$ cat src/rtl/sdram_guard_pkg.sv
`timescale 1ns/1ps
package sdram_guard_pkg;

    typedef enum logic [2:0] {
        OP_NOP   = 3'd0,
        OP_ACT   = 3'd1,
        OP_READ  = 3'd2,
        OP_WRITE = 3'd3,
        OP_PRE   = 3'd4,
        OP_BSTOP = 3'd5
    } guard_op_e;

    // Whole clocks needed to cover a limit; a partial clock counts as one.
    function automatic int ps_to_clk(input int limit_ps, input int clk_ps);
        return (limit_ps + clk_ps - 1) / clk_ps;
    endfunction

    function automatic int pick_max(input int a, input int b);
        return (a > b) ? a : b;
    endfunction

endpackage

$ cat src/rtl/sdram_bank_timer.sv
`timescale 1ns/1ps
module sdram_bank_timer #(
    parameter int RC_CLK      = 9,
    parameter int RAS_MIN_CLK = 6,
    parameter int RAS_MAX_CLK = 13334,
    parameter int RP_CLK      = 3,
    parameter int RCD_CLK     = 3,
    parameter int DPL_CLK     = 2,
    parameter int BDL_CLK     = 1,
    parameter int WARN_AT     = 13318
) (
    input  logic clk,
    input  logic rst_n,
    input  logic act_i,
    input  logic pre_i,
    input  logic wdl_i,
    output logic ok_act_o,
    output logic ok_rw_o,
    output logic ok_pre_o,
    output logic ok_bst_o,
    output logic warn_o,
    output logic late_o
);
    import sdram_guard_pkg::*;

    localparam int ACT_W = $clog2(RAS_MAX_CLK + 1);
    localparam int PRE_W = $clog2(RP_CLK + 1);
    localparam int WD_MAX = pick_max(DPL_CLK, BDL_CLK);
    localparam int WD_W  = $clog2(WD_MAX + 1);

    localparam logic [ACT_W-1:0] ACT_SAT  = ACT_W'(RAS_MAX_CLK);
    localparam logic [ACT_W-1:0] RC_V     = ACT_W'(RC_CLK);
    localparam logic [ACT_W-1:0] RASMIN_V = ACT_W'(RAS_MIN_CLK);
    localparam logic [ACT_W-1:0] RCD_V    = ACT_W'(RCD_CLK);
    localparam logic [ACT_W-1:0] WARN_V   = ACT_W'(WARN_AT);
    localparam logic [PRE_W-1:0] PRE_SAT  = PRE_W'(RP_CLK);
    localparam logic [WD_W-1:0]  WD_SAT   = WD_W'(WD_MAX);
    localparam logic [WD_W-1:0]  DPL_V    = WD_W'(DPL_CLK);
    localparam logic [WD_W-1:0]  BDL_V    = WD_W'(BDL_CLK);

    typedef struct packed {
        logic             open;
        logic [ACT_W-1:0] act_cnt;
        logic [PRE_W-1:0] pre_cnt;
        logic [WD_W-1:0]  wd_cnt;
    } bank_st_t;

    bank_st_t s_q, s_d;
    logic [WD_W-1:0] wd_eff;

    always_comb begin
        s_d = s_q;
        if (s_q.act_cnt != ACT_SAT) s_d.act_cnt = s_q.act_cnt + 1'b1;
        if (s_q.pre_cnt != PRE_SAT) s_d.pre_cnt = s_q.pre_cnt + 1'b1;
        if (s_q.wd_cnt  != WD_SAT)  s_d.wd_cnt  = s_q.wd_cnt + 1'b1;
        if (act_i) begin
            s_d.open    = 1'b1;
            s_d.act_cnt = ACT_W'(1);
        end
        if (pre_i) begin
            s_d.open    = 1'b0;
            s_d.pre_cnt = PRE_W'(1);
        end
        if (wdl_i) s_d.wd_cnt = WD_W'(1);
    end

    always_ff @(posedge clk) begin
        if (!rst_n) begin
            s_q.open    <= 1'b0;
            s_q.act_cnt <= ACT_SAT;
            s_q.pre_cnt <= PRE_SAT;
            s_q.wd_cnt  <= WD_SAT;
        end else begin
            s_q <= s_d;
        end
    end

    always_comb begin
        wd_eff   = wdl_i ? '0 : s_q.wd_cnt;
        ok_act_o = !s_q.open && (s_q.act_cnt >= RC_V) && (s_q.pre_cnt >= PRE_SAT);
        ok_rw_o  = s_q.open && (s_q.act_cnt >= RCD_V);
        ok_pre_o = s_q.open && (s_q.act_cnt >= RASMIN_V) && (wd_eff >= DPL_V);
        ok_bst_o = s_q.open && (wd_eff >= BDL_V);
        warn_o   = s_q.open && (s_q.act_cnt >= WARN_V);
        late_o   = s_q.open && (s_q.act_cnt == ACT_SAT);
    end

    p_act_blocks_act_r2: assert property (@(posedge clk) disable iff (!rst_n)
        act_i |=> !ok_act_o);

    p_pre_closes_row_r5: assert property (@(posedge clk) disable iff (!rst_n)
        pre_i && !act_i |=> (!ok_pre_o && !ok_rw_o && !ok_bst_o));

    p_pre_clears_warn_r7: assert property (@(posedge clk) disable iff (!rst_n)
        pre_i && !act_i |=> (!warn_o && !late_o));

    p_late_has_warn_r7: assert property (@(posedge clk) disable iff (!rst_n)
        late_o |-> warn_o);

    generate
        if (BDL_CLK > 0) begin : g_bdl_chk
            p_beat_blocks_stop_r6: assert property (@(posedge clk) disable iff (!rst_n)
                wdl_i |-> !ok_bst_o);
        end
    endgenerate

endmodule

$ cat src/rtl/sdram_shared_spacing.sv
`timescale 1ns/1ps
module sdram_shared_spacing #(
    parameter int RRD_CLK = 2,
    parameter int CCD_CLK = 1
) (
    input  logic clk,
    input  logic rst_n,
    input  logic act_i,
    input  logic rw_i,
    output logic ok_act_o,
    output logic ok_rw_o
);
    localparam int AG_W = $clog2(RRD_CLK + 1);
    localparam int RW_W = $clog2(CCD_CLK + 1);
    localparam logic [AG_W-1:0] AG_SAT = AG_W'(RRD_CLK);
    localparam logic [RW_W-1:0] RW_SAT = RW_W'(CCD_CLK);

    typedef struct packed {
        logic [AG_W-1:0] act_gap;
        logic [RW_W-1:0] rw_gap;
    } shared_st_t;

    shared_st_t s_q, s_d;

    always_comb begin
        s_d = s_q;
        if (s_q.act_gap != AG_SAT) s_d.act_gap = s_q.act_gap + 1'b1;
        if (s_q.rw_gap  != RW_SAT) s_d.rw_gap  = s_q.rw_gap + 1'b1;
        if (act_i) s_d.act_gap = AG_W'(1);
        if (rw_i)  s_d.rw_gap  = RW_W'(1);
    end

    always_ff @(posedge clk) begin
        if (!rst_n) begin
            s_q.act_gap <= AG_SAT;
            s_q.rw_gap  <= RW_SAT;
        end else begin
            s_q <= s_d;
        end
    end

    assign ok_act_o = (s_q.act_gap == AG_SAT);
    assign ok_rw_o  = (s_q.rw_gap == RW_SAT);

    generate
        if (RRD_CLK > 1) begin : g_rrd_chk
            p_act_gap_r3: assert property (@(posedge clk) disable iff (!rst_n)
                act_i |=> !ok_act_o);
        end
    endgenerate

endmodule

$ cat src/rtl/sdram_timing_guard.sv
`timescale 1ns/1ps
module sdram_timing_guard
    import sdram_guard_pkg::*;
#(
    parameter int NUM_BANKS    = 4,
    parameter int CLK_PS       = 7500,
    parameter int T_RC_PS      = 67500,
    parameter int T_RAS_MIN_PS = 45000,
    parameter int T_RAS_MAX_PS = 100000000,
    parameter int T_RP_PS      = 22500,
    parameter int T_RCD_PS     = 22500,
    parameter int T_RRD_PS     = 15000,
    parameter int CCD_CLK      = 1,
    parameter int DPL_CLK      = 2,
    parameter int BDL_CLK      = 1,
    parameter int WARN_MARGIN  = 16,
    localparam int BANK_W      = $clog2(NUM_BANKS)
) (
    input  logic                 clk,
    input  logic                 rst_n,
    input  logic [2:0]           prop_op,
    input  logic [BANK_W-1:0]    prop_bank,
    output logic                 prop_ok,
    input  logic                 iss_valid,
    input  logic [2:0]           iss_op,
    input  logic [BANK_W-1:0]    iss_bank,
    input  logic                 wd_last,
    input  logic [BANK_W-1:0]    wd_bank,
    output logic [NUM_BANKS-1:0] row_warn,
    output logic [NUM_BANKS-1:0] row_late
);
    localparam int RC_CLK      = ps_to_clk(T_RC_PS, CLK_PS);
    localparam int RAS_MIN_CLK = ps_to_clk(T_RAS_MIN_PS, CLK_PS);
    localparam int RAS_MAX_CLK = ps_to_clk(T_RAS_MAX_PS, CLK_PS);
    localparam int RP_CLK      = ps_to_clk(T_RP_PS, CLK_PS);
    localparam int RCD_CLK     = ps_to_clk(T_RCD_PS, CLK_PS);
    localparam int RRD_CLK     = ps_to_clk(T_RRD_PS, CLK_PS);
    localparam int WARN_AT     = (RAS_MAX_CLK > WARN_MARGIN) ? RAS_MAX_CLK - WARN_MARGIN : 1;

    logic [NUM_BANKS-1:0] b_act, b_pre, b_wdl;
    logic [NUM_BANKS-1:0] b_ok_act, b_ok_rw, b_ok_pre, b_ok_bst;
    logic                 any_act, any_rw;
    logic                 sh_ok_act, sh_ok_rw;

    assign any_act = iss_valid && (iss_op == OP_ACT);
    assign any_rw  = iss_valid && ((iss_op == OP_READ) || (iss_op == OP_WRITE));

    generate
        for (genvar b = 0; b < NUM_BANKS; b++) begin : g_bank
            assign b_act[b] = any_act && (iss_bank == BANK_W'(b));
            assign b_pre[b] = iss_valid && (iss_op == OP_PRE) && (iss_bank == BANK_W'(b));
            assign b_wdl[b] = wd_last && (wd_bank == BANK_W'(b));

            sdram_bank_timer #(
                .RC_CLK      (RC_CLK),
                .RAS_MIN_CLK (RAS_MIN_CLK),
                .RAS_MAX_CLK (RAS_MAX_CLK),
                .RP_CLK      (RP_CLK),
                .RCD_CLK     (RCD_CLK),
                .DPL_CLK     (DPL_CLK),
                .BDL_CLK     (BDL_CLK),
                .WARN_AT     (WARN_AT)
            ) i_bank (
                .clk      (clk),
                .rst_n    (rst_n),
                .act_i    (b_act[b]),
                .pre_i    (b_pre[b]),
                .wdl_i    (b_wdl[b]),
                .ok_act_o (b_ok_act[b]),
                .ok_rw_o  (b_ok_rw[b]),
                .ok_pre_o (b_ok_pre[b]),
                .ok_bst_o (b_ok_bst[b]),
                .warn_o   (row_warn[b]),
                .late_o   (row_late[b])
            );
        end
    endgenerate

    sdram_shared_spacing #(
        .RRD_CLK (RRD_CLK),
        .CCD_CLK (CCD_CLK)
    ) i_shared (
        .clk      (clk),
        .rst_n    (rst_n),
        .act_i    (any_act),
        .rw_i     (any_rw),
        .ok_act_o (sh_ok_act),
        .ok_rw_o  (sh_ok_rw)
    );

    always_comb begin
        case (prop_op)
            OP_NOP:            prop_ok = 1'b1;
            OP_ACT:            prop_ok = b_ok_act[prop_bank] && sh_ok_act;
            OP_READ, OP_WRITE: prop_ok = b_ok_rw[prop_bank] && sh_ok_rw;
            OP_PRE:            prop_ok = b_ok_pre[prop_bank];
            OP_BSTOP:          prop_ok = b_ok_bst[prop_bank];
            default:           prop_ok = 1'b0;
        endcase
    end

    p_nop_free_r8: assert property (@(posedge clk) disable iff (!rst_n)
        (prop_op == 3'd0) |-> prop_ok);

    p_undef_op_r8: assert property (@(posedge clk) disable iff (!rst_n)
        (prop_op > 3'd5) |-> !prop_ok);

    p_act_any_bank_r3: assert property (@(posedge clk) disable iff (!rst_n)
        (any_act && RRD_CLK > 1) |=> !(prop_op == 3'd1 && prop_ok));

endmodule

$ cat config.mk
export PLATFORM = sky130hd
export DESIGN_NAME = sdram_timing_guard
export DESIGN_NICKNAME = d
export VERILOG_FILES = /design/src/rtl/sdram_guard_pkg.sv /design/src/rtl/sdram_bank_timer.sv /design/src/rtl/sdram_shared_spacing.sv /design/src/rtl/sdram_timing_guard.sv
export SDC_FILE = /design/constraint.sdc
export NUM_CORES = 1
export LEC_CHECK = 0
export ABC_AREA = 1
export BUFFER_PORTS_ARGS = -buffer_cell sky130_fd_sc_hd__buf_2
export CORE_MARGIN = 2
export CORE_UTILIZATION = 34
export DETAILED_ROUTE_END_ITERATION = 12
export SLEW_MARGIN = 20
export SYNTH_ARGS = -nofsm -noshare
export SYNTH_HDL_FRONTEND = slang
export SYNTH_SLANG_ARGS = --single-unit
$ cat constraint.sdc
create_clock -name clk -period 1.8 [get_ports clk]
set_input_delay 0.18 -clock clk [delete_from_list [all_inputs] [get_ports clk]]
set_output_delay 0.18 -clock clk [all_outputs]
set_load 0.05 [all_outputs]
==> flow_summary.ini, run 1 <==
[outcome]
status = finished, violations left
violations = negative setup slack

[setup_path]
worst_setup_path_end_kind = output pin
arrival_ps = 1860
timing_worst_setup_path_type = register to output pin
path_max_fanout = 5
crit_path_start_kind = register
required_ps = 1620

[sta]
rsz0062_at_grt = true
finalCritPeriodShare_pct = 114
min_period_ps = 2040
maxSlewViolCount = 0
worst_slack_ps = -243
hold_viol = 0
setup_viol = 7
timing.fmax_mhz = 489
clock_skew_ps = 2.93

[die]
dieArea_sq_um = 15400
io_pins = 25
design.core.area_sq_um = 14000
dieHeight_um = 124
num_rows = 43
die_x_um = 124
start_util_pct = 35.1

[placed_design]
io_buffer_count = 24
gp_congestion = 0.870
dp_hpwl_um = 9010
pre_cts_ws_ps = -19.3
place_inst = 964

[final_layout]
antennaDiodeCount = 0
area_growth_pct = 27.8
final_util_pct = 44.8
layout_common_cells = nand2_1, inv_1, nor2_1, nand3_1, buf_4
fin_cells = 996
nNetsFinal = 852
register_area_sq_um = 1620
layout-drive-gt1-share_pct = 27.6
multi_input_area_sq_um = 3080
nFillCells = 1450
final_common_cell = nand2_1

[pwr]
pwr_density_cell_nw_per_um2 = 1100
p_leak_nw = 2.77
ir_drop_v = 0.000544

[global_routing]
grt_antenna_before_repair = 0
grt_use_total_pct = 17.1
grt_first_pass_wirelength_um = 20300
first_global_vias = 4363
grt_max_degree = 18
globalRouteOverflowTotal = 0

[logic_synthesis]
yosysUniqueCellTypes = 43
synth_mux_area_share_pct = 0
synth_ff_type = dfxtp_1
ys_seq_area_share_pct = 32.2
synth-seq-cells = 79
synth_simple_gate_area_share_pct = 37.8
synth_top_family_by_area = simple AND/OR/NAND/NOR gates
synth_nets = 763
synth_xor_area_share_pct = 3.39
synth_warnings = 0
syn_area_per_cell_sq_um = 6.80
async_flop_share_pct = 0
syn_inst = 722
synth-adder-area-share_pct = 6.37
netlist_area_sq_um = 4910
synth_edf_count = 0
synth_compound_area_share_pct = 10.3

[detailed_routing]
remaining_drc_errors = 0
post_drt_wl_per_cell_um = 12.2
postRouteAntennaNets = 0
drt_first_pass_iters = 5
totalWireLength_um = 12200
viasPerCell = 4.74
vias = 4726
drt_iter0_drc = 238

[clock_tree]
hold_buffers = 0
cts_buffers = 9
htreeDepth = 3
clock-root-buffer = clkbuf_16
path_clk_slew_ps = 60
cts_tree = yes
clkLatencyLatePin_ps = 350
cts_buffer_depth = 2
clock_sinks = 79

[min_path]
hp-class = input port to register

[run]
drv_cap = 0
-- per-stage QoR --
step | TNS (ps) | hold WS, ps | area, sq um | power [mW]
finish | -488 | 192 | 6270 | 6.93
global route | -1390 | 193 | 6270 | 7.50
CTS | -758 | 182 | 6120 | 6.83
detailed placement | -19.3 | 480 | 5540 | 4.86
global placement | -8.52 | 476 | 5540 | 4.83
floorplan | 0 | 379 | 4910 | 4.19
-- area by class of cell --
class / instances / share of cell area [%]
multi-input cells: 529 / 49.2
flip-flops and latches: 79 / 25.9
repair buffers: 92 / 11.3
inverters: 100 / 6.07
clock buffers: 15 / 3.95
well taps: 180 / 3.59
clock inverters: 1 / 0.0798
-- worst max-delay path: stages, from the launching register on --
cell     delay, ps
dfxtp_4        360
inv_4           70
ha_1           150
inv_1           50
o21ai_2        130
nand3_2         80
nand2_1         70
nand2_1         60
nor2_2         120
nor2_1          50
nor2_1          80
nand2_1        120
buf_6          180
-- Yosys cell counts, types with 2 or more instances --
cell type | n | area share (%)
nand2_1 | 141 | 11
nor3b_2 | 2 | 0.51
nor3_2 | 6 | 1.2
nand3b_1 | 7 | 1.1
nand2_2 | 7 | 0.89
a21oi_1 | 40 | 4.1
nor2_1 | 101 | 7.7
nor3_1 | 15 | 1.5
inv_1 | 94 | 7.2
inv_2 | 6 | 0.46
or2_2 | 3 | 0.38
xor2_1 | 19 | 3.4
nand3_2 | 8 | 1.6
a21o_1 | 2 | 0.31
nand4_1 | 16 | 2.0
o21ai_1 | 4 | 0.41
and3_1 | 3 | 0.38
clkbuf_1 | 3 | 0.23
ha_1 | 25 | 6.4
o21ai_2 | 2 | 0.36
o21bai_1 | 2 | 0.31
o21ai_0 | 27 | 2.8
nand3_1 | 72 | 7.3
a31oi_1 | 2 | 0.25
buf_4 | 8 | 1.2
nor2_2 | 5 | 0.64
o211ai_1 | 6 | 0.92
nor3_4 | 3 | 0.99
dfxtp_1 | 79 | 32
-- sequential cells by signal (all words and copies together) (netlist names) --
register           cells
i_shared.s_q           2
g_bank.i_bank.s_q     76
i_shared.ok_rw_o       1
-- what timing repair did --
item                       in CTS  in global routing
setup endpoints to repair       9                  9
buffers inserted               14                  4
pin swaps                      36                 30
gates resized for setup        84                 47
-- kinds of logic after synthesis --
family	count (synthesis)
adders and majority gates	25
and+or+nand+nor	393
DFF	79
AOI/OAI and AO/OA	91
other	1
xor gates and xnor gates	19
buffers and inverters	114
-- path summary, 6_finish.rpt --
check,slack (ps),startpoint,cells after the start,endpoint
hold reg to reg,490,g_bank[1].i_bank.s_q[0]$_SDFFE_PN0P_,2,g_bank[1].i_bank.s_q[0]$_SDFFE_PN0P_
hold / removal,190,iss_valid,3,i_shared.s_q[1]$_SDFFE_PN0P_
setup reg to reg,210,g_bank[1].i_bank.s_q[10]$_SDFFE_PP0N_,10,g_bank[1].i_bank.s_q[4]$_SDFFE_PN0P_
setup / recovery,-240,g_bank[1].i_bank.s_q[4]$_SDFFE_PN0P_,12,prop_ok
-- metal layers --
metal / part of all wire, % / routed length, um / vias to the layer above / track usage (%)
li1: - / - / 2521 / -
met1: 48 / 5890 / 2123 / 22.1
met2: 47 / 5690 / 67 / 27.7
met3: 3.3 / 406 / 15 / 3.89
met4: 1.6 / 199 / 0 / 6.25
met5: 0 / 0 / - / 0
-- where the power goes --
part / switching, mW / internal, mW
registers: 0.327 / 2.15
clock network: 0.703 / 0.935
logic: 1.52 / 1.30
Power figures use the tool's default switching activity.
==> run 2, diff against run 1 <==
--- a/config.mk
+++ b/config.mk
@@ -6,5 +6,5 @@
 export NUM_CORES = 1
 export LEC_CHECK = 0
-export ABC_AREA = 1
+export ABC_AREA = 0
 export BUFFER_PORTS_ARGS = -buffer_cell sky130_fd_sc_hd__buf_2
 export CORE_MARGIN = 2
==> constraint.sdc (replaced) <==
create_clock -name clk -period 1.8 [get_ports clk]
set_input_delay 0.27 -clock clk [delete_from_list [all_inputs] [get_ports clk]]
set_output_delay 0.27 -clock clk [all_outputs]
set_load 0.05 [all_outputs]
==> flow_summary.ini, run 2 <==
[final_layout]
antennaDiodeCount = 0
nNetsFinal = 705
design_area_sq_um = 6250
final_common_cell = buf_4
nFillCells = 1183
multi_input_area_sq_um = 2870
register_area_sq_um = 1600
largest_reg_flops = 76
area_growth_pct = 41.8
top_register = g_bank.i_bank.s_q
layout_common_cells = buf_4, dfxtp_1, nor2_1, nand2_1, xor2_1
layout-drive-gt1-share_pct = 32.0

[die]
num_rows = 41
design.core.area_sq_um = 12600
dieArea_sq_um = 13900
io_pins = 25
dieHeight_um = 118
die_x_um = 118
start_util_pct = 35.0

[placed_design]
dp_hpwl_um = 8350
post_dp_cell_area_sq_um = 5490
io_buffer_count = 24
gp_congestion = 0.833

[global_routing]
grt_max_degree = 27
grt_use_total_pct = 17.3
grt_antenna_before_repair = 0
first_global_vias = 4269
globalRouteOverflowTotal = 0
grt_first_pass_wirelength_um = 19800

[detailed_routing]
viasPerCell = 5.01
remaining_drc_errors = 0
drt_iter0_drc = 281
postRouteAntennaNets = 0
drt_first_pass_iters = 4
totalWireLength_um = 11600
vias = 4205
post_drt_wl_per_cell_um = 13.8

[logic_synthesis]
netlist_area_sq_um = 4410
syn_area_per_cell_sq_um = 8.19
yosysUniqueCellTypes = 49
ys_top_cells_by_count = dfxtp_1, nor2_1, nand2_1
yosysTopAreaCell = dfxtp_1
synth_nets = 580
synth_ff_type = dfxtp_1
synth_edf_count = 0
syn_inst = 539
synth_warnings = 0
synth-seq-cells = 79
ys_seq_area_share_pct = 35.8
synth.area.top_cells = dfxtp_1, ha_1, xor2_1, nor2_1, nand2_1
synth.most_common_cell = dfxtp_1
async_flop_share_pct = 0
yosysTopAreaCellShare_pct = 35.8

[clock_tree]
cts_tree = yes
clkLatencyLatePin_ps = 340
hold_buffers = 0
cts_buffers = 9
cts_buffer_depth = 2
clock-root-buffer = clkbuf_16
clock_sinks = 79
htreeDepth = 3
path_clk_slew_ps = 60

[sta]
hold_viol = 0
clock_skew_ps = 6.02
rsz0062_at_grt = true
maxSlewViolCount = 0
timing.fmax_mhz = 310
min_period_ps = 3230
worst_slack_ps = -1430
fin_setup_tns_ps = -8700
finalCritPeriodShare_pct = 179
setup_viol = 17

[pwr]
p_int_mw = 5.83
ir_drop_v = 0.000644
clkPwrFrac_pct = 26.0
power.switching_mw = 2.91
switching_share_pct = 33.3
p_leak_nw = 2.71
pwr_density_cell_nw_per_um2 = 1400
combPwrFrac_pct = 46.9
seqPwrFrac_pct = 27.1

[setup_path]
crit_path_start_kind = register
path_max_fanout = 2
arrival_ps = 2960
timing_worst_setup_path_type = register to output pin
worst_setup_path_end_kind = output pin
required_ps = 1530

[run]
drv_cap = 0

[min_path]
hp-class = input port to register

[outcome]
status = finished, violations left
violations = negative setup slack
[run 2: cell count changes in the layout (fill, tap and decap cells not counted), moves of 19 or more]
cell     change
nand2_1     -84
inv_1       -68
nand3_1     -42
buf_4       +37
a21oi_1     -27
nor2_2      -19
[run 2: through the flow]
step / instances / setup WS [ps] / utilization [%] / hold WS, ps / power (mW)
6_report: 840 / -1430 / 49.6 / 305 / 8.73
5_1_grt: 840 / -1470 / 49.6 / 327 / 9.34
4_1_cts: 837 / -1430 / 48.5 / 288 / 8.54
3_5_place_dp: 816 / -1170 / 43.5 / 512 / 5.81
3_3_place_gp: 816 / -1180 / 43.5 / 494 / 5.63
2_1_floorplan: 539 / -953 / - / 462 / 4.50
[run 2: worst max-delay path: stages, from the launching register on]
cell	delay [ps]
dfxtp_2	320
or4_4	530
or3_4	350
or4b_4	520
a311o_1	280
o31a_1	120
a211o_4	340
buf_8	150
[run 2: worst paths after layout]
| check | cells past startpoint | startpoint | slack (ps) | end |
|---|---|---|---|---|
| max | 7 | g_bank[0].i_bank.s_q[12]$_SDFFE_PP0N_ | -1430 | prop_ok |
| min | 2 | rst_n | 310 | g_bank[0].i_bank.s_q[3]$_SDFFE_PN1P_ |
| max reg2reg | 9 | g_bank[0].i_bank.s_q[12]$_SDFFE_PP0N_ | -620 | g_bank[0].i_bank.s_q[5]$_SDFFE_PN1P_ |
| min reg2reg | 2 | g_bank[2].i_bank.s_q[2]$_SDFFE_PP1N_ | 530 | g_bank[2].i_bank.s_q[2]$_SDFFE_PP1N_ |
[run 2: cell families after synthesis]
group | after synthesis | synth area share [%]
flip-flops | 79 | 35.8
XOR/XNOR | 51 | 10.1
AO/OA/AOI/OAI | 84 | 12.0
buffers and inverters | 44 | 4.42
adder cells (fa/ha/maj) | 25 | 7.09
multiplexers | 9 | 2.16
other | 1 | 0.0850
AND/OR/NAND/NOR | 246 | 28.3
[run 2: layout make-up]
type                       count  area share [%]
clock buffer                  10            3.82
tap                          172            3.44
timing repair buffer         140            18.2
sequential                    79            25.5
inverter                      18            1.08
multi-input combinational    416            45.8
clock inverter                 5            2.06
[run 2: metal layers]
layer	GRT usage, %	up-vias	wire length [um]
li1	-	2135	-
met4	5.72	0	179
met2	30.2	65	5720
met1	21.4	1991	5370
met5	0	-	0
met3	3.15	14	350
[run 2: power groups by stage]
stage / Combinational [mW] / Sequential, mW / Clock [mW]
floorplan: 2.10 / 2.40 / 0
global placement: 3.27 / 2.36 / 0
detailed placement: 3.42 / 2.38 / 0
CTS: 3.87 / 2.36 / 2.30
global route: 4.53 / 2.42 / 2.38
finish: 4.09 / 2.37 / 2.27
[run 2: timing repair]
action                                  in CTS  in global routing
pin swaps                                   19                 16
resized for setup                           63                 38
endpoints found under the setup margin      28                 26
endpoints found under the hold margin        0                  0
setup buffers                                7                  6
